$ cat src/rtl/tref_pkg.sv
package tref_pkg;

  localparam int SN_W = 3;

  typedef enum logic [1:0] {
    ST_HUNT    = 2'd0,
    ST_SYNC    = 2'd1,
    ST_ONE_ERR = 2'd2,
    ST_OOS     = 2'd3
  } trk_state_e;

  // remainder of d(x)*x^3 divided by x^3 + x + 1
  function automatic logic [2:0] crc3_calc(input logic [3:0] d);
    logic [2:0] r;
    r = '0;
    for (int i = 3; i >= 0; i--) begin
      logic fb;
      fb = d[i] ^ r[2];
      r  = {r[1:0], 1'b0} ^ (fb ? 3'b011 : 3'b000);
    end
    return r;
  endfunction

endpackage

$ cat src/rtl/tref_cell_filter.sv
module tref_cell_filter #(
  parameter int VPI_W = 12,
  parameter int VCI_W = 16
) (
  input  logic [VPI_W-1:0]         cell_vpi,
  input  logic [VCI_W-1:0]         cell_vci,
  input  logic                     cell_oam,
  input  logic [7:0]               cell_hdr,
  input  logic [VPI_W-1:0]         cfg_vpi,
  input  logic [VCI_W-1:0]         cfg_vci,
  output logic                     is_timing,
  output logic [tref_pkg::SN_W-1:0] sn,
  output logic                     snp_ok
);
  import tref_pkg::*;

  logic crc_ok;
  logic par_ok;

  always_comb begin
    is_timing = (cell_vpi == cfg_vpi) && (cell_vci == cfg_vci) && !cell_oam;
    sn        = cell_hdr[6:4];
    crc_ok    = (cell_hdr[3:1] == crc3_calc(cell_hdr[7:4]));
    par_ok    = ~(^cell_hdr);
    snp_ok    = crc_ok && par_ok;
  end

endmodule

$ cat src/rtl/tref_seq_fsm.sv
module tref_seq_fsm (
  input  logic                      clk,
  input  logic                      rst_n,
  input  logic                      fire,
  input  logic [tref_pkg::SN_W-1:0] sn,
  input  logic                      snp_ok,
  input  logic                      snp_en,
  input  logic                      clr_oos,
  output logic                      ready,
  output logic                      new_cell,
  output logic                      oos_err
);
  import tref_pkg::*;

  trk_state_e      st_q, st_d;
  logic [SN_W-1:0] exp_q, exp_d;
  logic            prev_q, prev_d;
  logic            pend_q;
  logic            nc_q;
  logic            oos_q;
  logic            ev1, ev2, oos_set, good;
  logic [SN_W-1:0] diff;

  always_comb begin
    good    = !snp_en || snp_ok;
    diff    = sn - exp_q;
    st_d    = st_q;
    exp_d   = exp_q;
    prev_d  = prev_q;
    ev1     = 1'b0;
    ev2     = 1'b0;
    oos_set = 1'b0;
    if (fire) begin
      case (st_q)
        ST_HUNT: begin
          if (good) begin
            if (prev_q && diff == '0) begin
              st_d = ST_SYNC;
              ev1  = 1'b1;
            end
            prev_d = 1'b1;
            exp_d  = sn + 1'b1;
          end
        end
        ST_SYNC: begin
          if (!good) begin
            st_d  = ST_ONE_ERR;
            ev1   = 1'b1;
            exp_d = exp_q + 1'b1;
          end else if (diff == '0) begin
            ev1   = 1'b1;
            exp_d = exp_q + 1'b1;
          end else if (diff == SN_W'(1)) begin
            st_d  = ST_ONE_ERR;
            ev1   = 1'b1;
            ev2   = 1'b1;
            exp_d = sn + 1'b1;
          end else if (diff == '1) begin
            st_d = ST_ONE_ERR;
          end else begin
            st_d    = ST_OOS;
            oos_set = 1'b1;
          end
        end
        ST_ONE_ERR: begin
          if (good && diff == '0) begin
            st_d  = ST_SYNC;
            ev1   = 1'b1;
            exp_d = exp_q + 1'b1;
          end else begin
            st_d    = ST_OOS;
            oos_set = 1'b1;
          end
        end
        default: begin
          if (good) begin
            st_d   = ST_HUNT;
            prev_d = 1'b1;
            exp_d  = sn + 1'b1;
          end
        end
      endcase
    end
  end

  always_ff @(posedge clk) begin
    if (!rst_n) begin
      st_q   <= ST_HUNT;
      exp_q  <= '0;
      prev_q <= 1'b0;
      pend_q <= 1'b0;
      nc_q   <= 1'b0;
      oos_q  <= 1'b0;
    end else begin
      st_q   <= st_d;
      exp_q  <= exp_d;
      prev_q <= prev_d;
      pend_q <= ev2;
      nc_q   <= ev1 | pend_q;
      if (oos_set)      oos_q <= 1'b1;
      else if (clr_oos) oos_q <= 1'b0;
    end
  end

  assign ready    = !pend_q;
  assign new_cell = nc_q;
  assign oos_err  = oos_q;

  AST_STALL_ONE_CYCLE: assert property (@(posedge clk) disable iff (!rst_n)
    !ready |=> ready);
  AST_LOST_FIRST: assert property (@(posedge clk) disable iff (!rst_n)
    !ready |-> new_cell);
  AST_LOST_SECOND: assert property (@(posedge clk) disable iff (!rst_n)
    !ready |=> new_cell);
  AST_OOS_STICKY: assert property (@(posedge clk) disable iff (!rst_n)
    oos_err && !clr_oos |=> oos_err);
  AST_OOS_SILENT: assert property (@(posedge clk) disable iff (!rst_n)
    fire && st_q == ST_OOS |=> !new_cell);
  AST_NO_FIRE_STALLED: assert property (@(posedge clk) disable iff (!rst_n)
    !ready |-> !fire);

endmodule

$ cat src/rtl/tref_loss_timer.sv
module tref_loss_timer #(
  parameter int TMO_W = 10
) (
  input  logic             clk,
  input  logic             rst_n,
  input  logic             tick,
  input  logic             reload,
  input  logic [TMO_W-1:0] limit,
  input  logic             clr,
  output logic             lor_err
);
  localparam logic [TMO_W:0] ONE = (TMO_W+1)'(1);

  logic [TMO_W-1:0] cnt_q;
  logic [TMO_W:0]   cnt_nx;
  logic             expire;
  logic             lor_q;

  always_comb begin
    cnt_nx = {1'b0, cnt_q} + ONE;
    expire = tick && !reload && (limit != '0) && (cnt_nx >= {1'b0, limit});
  end

  always_ff @(posedge clk) begin
    if (!rst_n) begin
      cnt_q <= '0;
      lor_q <= 1'b0;
    end else begin
      if (reload)                    cnt_q <= '0;
      else if (tick && cnt_q != '1)  cnt_q <= cnt_nx[TMO_W-1:0];
      if (expire)   lor_q <= 1'b1;
      else if (clr) lor_q <= 1'b0;
    end
  end

  assign lor_err = lor_q;

  AST_RELOAD_WINS: assert property (@(posedge clk) disable iff (!rst_n)
    reload && !lor_err && !expire |=> !lor_err);
  AST_TIMER_OFF: assert property (@(posedge clk) disable iff (!rst_n)
    limit == '0 && !lor_err |=> !lor_err);
  AST_LOR_STICKY: assert property (@(posedge clk) disable iff (!rst_n)
    lor_err && !clr |=> lor_err);

endmodule

$ cat src/rtl/tref_seq_tracker.sv
module tref_seq_tracker #(
  parameter int VPI_W = 12,
  parameter int VCI_W = 16,
  parameter int TMO_W = 10
) (
  input  logic             clk,
  input  logic             rst_n,
  input  logic             cell_valid,
  output logic             cell_ready,
  input  logic [VPI_W-1:0] cell_vpi,
  input  logic [VCI_W-1:0] cell_vci,
  input  logic             cell_oam,
  input  logic [7:0]       cell_hdr,
  input  logic [VPI_W-1:0] cfg_vpi,
  input  logic [VCI_W-1:0] cfg_vci,
  input  logic             cfg_snp_en,
  input  logic [TMO_W-1:0] cfg_timeout,
  input  logic             tick_8k,
  input  logic             clr_oos,
  input  logic             clr_lor,
  output logic             new_cell,
  output logic             oos_err,
  output logic             lor_err
);
  import tref_pkg::*;

  logic            is_timing;
  logic [SN_W-1:0] sn;
  logic            snp_ok;
  logic            rdy;
  logic            fire;

  tref_cell_filter #(.VPI_W(VPI_W), .VCI_W(VCI_W)) filt_i (
    .cell_vpi (cell_vpi),
    .cell_vci (cell_vci),
    .cell_oam (cell_oam),
    .cell_hdr (cell_hdr),
    .cfg_vpi  (cfg_vpi),
    .cfg_vci  (cfg_vci),
    .is_timing(is_timing),
    .sn       (sn),
    .snp_ok   (snp_ok)
  );

  assign fire       = cell_valid && rdy && is_timing;
  assign cell_ready = rdy;

  tref_seq_fsm fsm_i (
    .clk     (clk),
    .rst_n   (rst_n),
    .fire    (fire),
    .sn      (sn),
    .snp_ok  (snp_ok),
    .snp_en  (cfg_snp_en),
    .clr_oos (clr_oos),
    .ready   (rdy),
    .new_cell(new_cell),
    .oos_err (oos_err)
  );

  tref_loss_timer #(.TMO_W(TMO_W)) tmr_i (
    .clk    (clk),
    .rst_n  (rst_n),
    .tick   (tick_8k),
    .reload (fire),
    .limit  (cfg_timeout),
    .clr    (clr_lor),
    .lor_err(lor_err)
  );

  AST_MISMATCH_NO_EVENT: assert property (@(posedge clk) disable iff (!rst_n)
    cell_valid && cell_ready && (cell_vpi != cfg_vpi) && !new_cell && cell_ready |=> !new_cell);
  AST_OAM_NO_EVENT: assert property (@(posedge clk) disable iff (!rst_n)
    cell_valid && cell_oam && !new_cell && cell_ready |=> !new_cell);

endmodule

$ cat config.mk
export PLATFORM = sky130hd
export DESIGN_NAME = tref_seq_tracker
export DESIGN_NICKNAME = d
export VERILOG_FILES = /design/src/rtl/tref_pkg.sv /design/src/rtl/tref_cell_filter.sv /design/src/rtl/tref_seq_fsm.sv /design/src/rtl/tref_loss_timer.sv /design/src/rtl/tref_seq_tracker.sv
export SDC_FILE = /design/constraint.sdc
export NUM_CORES = 1
export LEC_CHECK = 0
export CORE_MARGIN = 1
export CORE_UTILIZATION = 65
export CTS_BUF_LIST = sky130_fd_sc_hd__clkbuf_16
export DETAILED_ROUTE_END_ITERATION = 7
export DONT_BUFFER_PORTS = 1
export PLACE_DENSITY = 0.86
export SLEW_MARGIN = 0
export SYNTH_ARGS = -nofsm -noshare
export SYNTH_HDL_FRONTEND = slang
export SYNTH_SLANG_ARGS = --single-unit
$ cat constraint.sdc
create_clock -name clk -period 4.3 [get_ports clk]
set_input_delay 0.645 -clock clk [delete_from_list [all_inputs] [get_ports clk]]
set_output_delay 0.645 -clock clk [all_outputs]
set_load 0.01 [all_outputs]
; Yosys cells after proc, flatten, opt, wreduce, memory -nomap -nowiden
; Index checks and enable logic that the tools add are counted.
[op_classes]
n_addsub = 4
n_mux = 38
reduce_logical = 29
order_cmp = 1
bitwise = 13
eq_ne = 13
[ops]
columns = operator, count
row1 = $mux 2, 11
row2 = $mux 1, 18
row3 = $eq 16x16->1, 1
row4 = $mux 3, 5
row5 = $eq 12x12->1, 1
row6 = $add 10x1->11 const B, 1
row7 = $ge 11x10->1, 1
row8 = $logic_and 1x1->1, 11
row9 = $ne 10x10->1 const B, 1
row10 = $reduce_bool 10->1, 1
row11 = $xor 3x3->3, 3
row12 = $reduce_xor 8->1, 1
row13 = $add 3x1->3 const B, 2
row14 = $ne 2x1->1 const B, 3
row15 = $not 1->1, 6
row16 = $pmux 2 s3, 1
row17 = $pmux 3 s2, 1
row18 = $reduce_and 5->1, 1
row19 = $reduce_or 5->1, 1
row20 = $logic_not 1->1, 4
row21 = $ne 4x4->1 const B, 1
row22 = $reduce_and 4->1, 1
row23 = $reduce_bool 2->1, 2
row24 = $reduce_or 2->1, 2
row25 = other kinds (17), 18
[word_totals]
register_bits = 20
elab_cells = 106
out_inout_bits = 4
in_bits = 82

; Longest topological paths before layout
[logic_depth]
depth_word = 17
depth_mapped = 10
ltp_nobuf = 10

; Modules after synthesis
; Synthesis repeated with hierarchy kept, for this count alone.
[hier_totals]
hier_cells = 284
area_unflattened_um2 = 2313.5
[by_module_without_submodules]
columns = module, instances, area_per_inst_um2, cells_each
row1 = tref_loss_timer, 1, 967.2, 117
row2 = tref_seq_fsm, 1, 767.0, 93
row3 = tref_cell_filter, 1, 573.0, 73
row4 = tref_seq_tracker, 1, 6.3, 1

; Least setup slack after synthesis
; OpenSTA, ideal clock, no wires.
[synth_timing]
kind = input-to-reg
from = input port cell_hdr[4]
to = register fsm_i.exp_q[1]
n_path_buf = 0
stages = 10
path_slack_ns = 1.569
t_required_ns = 4.184
t_arrival_ns = 2.615
path_cell_list = inv_1 ha_1 fa_1 xnor3_1 and2_1 nand2_1 mux2i_1 a221oi_1 or4b_1 o211a_1
[synth_between]
elab_chain_len = 9
word_cells_on_any_way = 22
cone_classes = add/sub: 2 / eq/ne: 4 / mux: 6 / bitwise: 3 / reduce/logical: 7
[synth_rtl]
columns = element, line_no
row1 = "start, declared", tref_seq_tracker.sv:13  ; input logic [7:0] cell_hdr,
row2 = $xor 1x1->1, tref_pkg.sv:18  ; fb = d[i] ^ r[2];
row3 = $mux 2, tref_pkg.sv:19  ; r = {r[1:0], 1'b0} ^ (fb ? 3'b011 : 3'b000);
row4 = $xor 3x3->3, tref_pkg.sv:19
row5 = $eq 3x3->1, tref_cell_filter.sv:23  ; crc_ok = (cell_hdr[3:1] == crc3_calc(cell_hdr[7:4]));
row6 = $logic_and 1x1->1, tref_cell_filter.sv:25  ; snp_ok = crc_ok && par_ok;
row7 = $logic_or 1x1->1, tref_seq_fsm.sv:25  ; good = !snp_en || snp_ok;
row8 = $logic_and 1x1->1, tref_seq_fsm.sv:66  ; if (good && diff == '0) begin
row9 = $ne 2x1->1 (no line), --
row10 = $reduce_and 4->1 (no line), --
row11 = "end signal, assigned", tref_seq_fsm.sv:96  ; exp_q <= exp_d;
row12 = "end, declared", tref_seq_fsm.sv:16  ; logic [SN_W-1:0] exp_q, exp_d;
; Several ways; a longest one is shown, not always the timed one. The select of a mux whose other input is x is not followed.
; A chain may end at the register's enable or synchronous reset.

; Worst setup path after layout
; Same ends and word-level chain as after synthesis.

==> flow_metrics.tcl <==
set metrics [dict create \
    timing_worst_slew_pin_value_ps 485 \
    instances_no_fill 312 \
    crit-reg2reg-capture "fsm_i.exp_q[1]$_SDFFE_PN0P_" \
    power.density_cell_area_nw_per_um2 246 \
    primary_ff_master_synth "dfxtp_1" \
    hold_violations 0 \
    drt-vias-per-instance 6.21 \
    cts_repair_resize_count 0 \
    nets 370 \
    placed_cells 308 \
    switching_share 0.238 \
    htree_num_levels 1 \
    drtPass1Iterations 4 \
    num_rows 20 \
    yosys.area.top_type "dfxtp_1" \
    syn-mean-instance-area_um2 8.10 \
    crit_path_start_kind "input pin" \
    dieArea_um2 3570 \
    cap_viol_max_count 0 \
    rsz_0062_raised_after_global_routing "no" \
    crit_required_ps 4440 \
    port_buffers 0 \
    synth_most_common_cell "xnor2_1" \
    pwr-share-comb 0.215 \
    power.share.clock 0.449 \
    synthesis.area_um2 2170 \
    overflow 0 \
    antennaDiodeCount 0 \
    worst_skew_pair.late_latency_ps 250 \
    regToRegSetupSlack_ps 1570 \
    maximum_operating_frequency_mhz 362 \
    synthTopCellsByCount "xnor2_1, nand2_1, dfxtp_1, nor2_1" \
    synthesis.yosys.warnings 0 \
    relSlewSlack 0.675 \
    power.net_switching_mw 0.135 \
    worst_hold_path_cells 2 \
    power.ir.vdd_worst_mv 0.186 \
    place.gp.congestion 0.959 \
    finalClockSkew_ps 3.80 \
    place_hpwl_mm 4.04 \
    power_mw 0.568 \
    floorplan.io_pins 86 \
    drc_markers 0 \
    post_cts_hold_buffer_count 0 \
    finalSetupTns_ps 0 \
    yosysUniqueCellTypes 49 \
    fraction_of_layout_cells_with_a_size_suffix_above_1 0.0410 \
    tritoncts "built" \
    worst_setup_path_end_kind "flip-flop" \
    core_area_um2 3100 \
    r2r_start "fsm_i.exp_q[0]$_SDFFE_PN0P_" \
    chipHeight_um 59.8 \
    slew_violations 0 \
    cell_types_occupying_the_most_area_after_synthesis "dfxtp_1, xnor2_1, ha_1, xor2_1, nand2_1" \
    pin_count_of_the_biggest_net_entering_global_routing 16 \
    number_of_enable_type_register_cells_in_the_synthesized_netlist 0 \
    setup_viol 0 \
    netlist.area_leader.share 0.185 \
    route.final.wire_length_mm 5.06 \
    timing.hold.worst_endpoint "tmr_i.cnt_q[1]$_SDFFE_PP0P_" \
    cts_buffers 3 \
    synth-async-reset-ratio 0 \
    grt_use_total 0.297 \
    flow.area_growth_from_synthesis_pct 6.34 \
    grt_pass1_wl_mm 8.02 \
    hold_path_class "reg2reg" \
    worstRegToRegCells 9 \
    hold_start "tmr_i.cnt_q[1]$_SDFFE_PP0P_" \
    period_share 0.643 \
    power.sequential.fraction 0.336 \
    critPathMaxFanout 7 \
    post_cts_buffers 0 \
    grt_antenna_before_repair 0 \
    chipWidth_um 59.8 \
    cts_sinks 20 \
    count_of_filler_cells_inserted_in_the_layout 245 \
    clk_path_buf_depth 2 \
    static-leakage-power_nw 0.981 \
    initialDrtViolationCount 81 \
    setup.worst_path.class "in2reg" \
    p_int_mw 0.433 \
    avg_wl_per_cell_um 16.2 \
    period_minus_slack_ps 2760 \
    run_status "completed" \
    number_of_vias_after_detailed_routing 1937 \
    crit_arrival_ps 2900 \
    syn_nets 369 \
    seq_area_frac_synth 0.185 \
    clkSlewWorstSetupHoldPaths_ps 60 \
    synth.ff_latch_count 20 \
    netlist_instances 268 \
    initial_utilization 0.699 \
    via_count_of_the_first_global_routing_pass 1849 \
    clock_root_buffer "clkbuf_16" \
    route.antenna.remaining_nets 0 \
]
-- layout make-up --
cell class | count | area [um2] | share of cell area
inverter | 19 | 71.3 | 0.0309
multi-input combinational | 225 | 1680 | 0.726
clock inverter | 1 | 30.0 | 0.0130
clock buffer | 3 | 75.1 | 0.0325
sequential | 20 | 400 | 0.174
tap | 44 | 55.1 | 0.0239
-- worst max path at each step --
stage	end	start	slack, ps
floorplan	fsm_i.exp_q[1]$_SDFFE_PN0P_	cell_hdr[4]	1570
global placement	fsm_i.exp_q[1]$_SDFFE_PN0P_	cell_hdr[4]	1480
detailed placement	fsm_i.exp_q[1]$_SDFFE_PN0P_	cell_hdr[4]	1370
CTS	fsm_i.exp_q[1]$_SDFFE_PN0P_	cell_hdr[4]	1540
global route	fsm_i.exp_q[1]$_SDFFE_PN0P_	cell_hdr[4]	1410
finish	fsm_i.exp_q[1]$_SDFFE_PN0P_	cell_hdr[4]	1540
-- flip-flops by register name, indices dropped and copies added (netlist names) --
signal,cells
tmr_i.cnt_q,10
fsm_i.st_q,2
fsm_i.exp_q,3
fsm_i.new_cell,1
tmr_i.lor_err,1
fsm_i.prev_q,1
fsm_i.oos_err,1
fsm_i.pend_q,1
-- per-stage QoR --
step | cell area (um2) | worst slack [ps] | hold slack, ps | utilization
global route | 2310 | 1410 | 514 | 0.744
floorplan | 2170 | 1570 | 454 | -
detailed placement | 2200 | 1370 | 472 | 0.710
global placement | 2200 | 1480 | 466 | 0.710
finish | 2310 | 1540 | 477 | 0.744
CTS | 2310 | 1540 | 479 | 0.744
-- worst max-delay path, stage by stage --
cell	delay (ps)
inv_1	20
ha_1	190
fa_1	380
xnor3_1	310
and2_1	180
nand2_1	110
mux2i_1	140
a221oi_1	270
or4b_1	500
o211a_1	160
-- per-layer routing --
| layer | up-vias | routed length (um) | track usage |
|---|---|---|---|
| met5 | - | 0 | 0 |
| li1 | 958 | - | - |
| met4 | 0 | 12 | 0.0498 |
| met3 | 2 | 331 | 0.0411 |
| met1 | 891 | 2210 | 0.385 |
| met2 | 86 | 2500 | 0.527 |
-- power groups by stage --
stage / Sequential (mW) / Clock, mW / Combinational [mW]
after floorplan: 0.194 / 0 / 0.107
after global placement: 0.195 / 0 / 0.117
after detailed placement: 0.195 / 0 / 0.120
after CTS: 0.191 / 0.256 / 0.122
after global routing: 0.191 / 0.263 / 0.137
final: 0.191 / 0.256 / 0.122
-- kinds of logic after synthesis --
group                    after synthesis  share of synthesized area
XOR/XNOR                              54                      0.231
adder cells (fa/ha/maj)               19                      0.113
buffers and inverters                 23                     0.0433
AO/OA/AOI/OAI                         47                      0.164
AND/OR/NAND/NOR                      100                      0.241
flip-flops                            20                      0.185
multiplexers                           5                     0.0231
-- cell usage in the layout, fill, tap and decap left out, types with 2 or more instances in the layout --
master / n
and3_1: 4
a21oi_1: 13
o21ai_0: 8
or4_1: 2
nand3_1: 11
and2_1: 2
ha_1: 18
or4b_1: 2
nor4_1: 7
clkbuf_16: 3
o21a_1: 2
o2bb2ai_1: 2
nand4_1: 11
nand2_1: 22
a21o_1: 3
dfxtp_1: 20
nor2_1: 20
nor3_1: 3
xor2_1: 19
inv_1: 19
o22ai_1: 2
nand2b_1: 5
mux2i_1: 5
or3_1: 3
o211a_1: 3
xnor2_2: 2
nor2b_1: 4
xnor2_1: 32
Note: power is estimated with default switching activity, not from simulation.
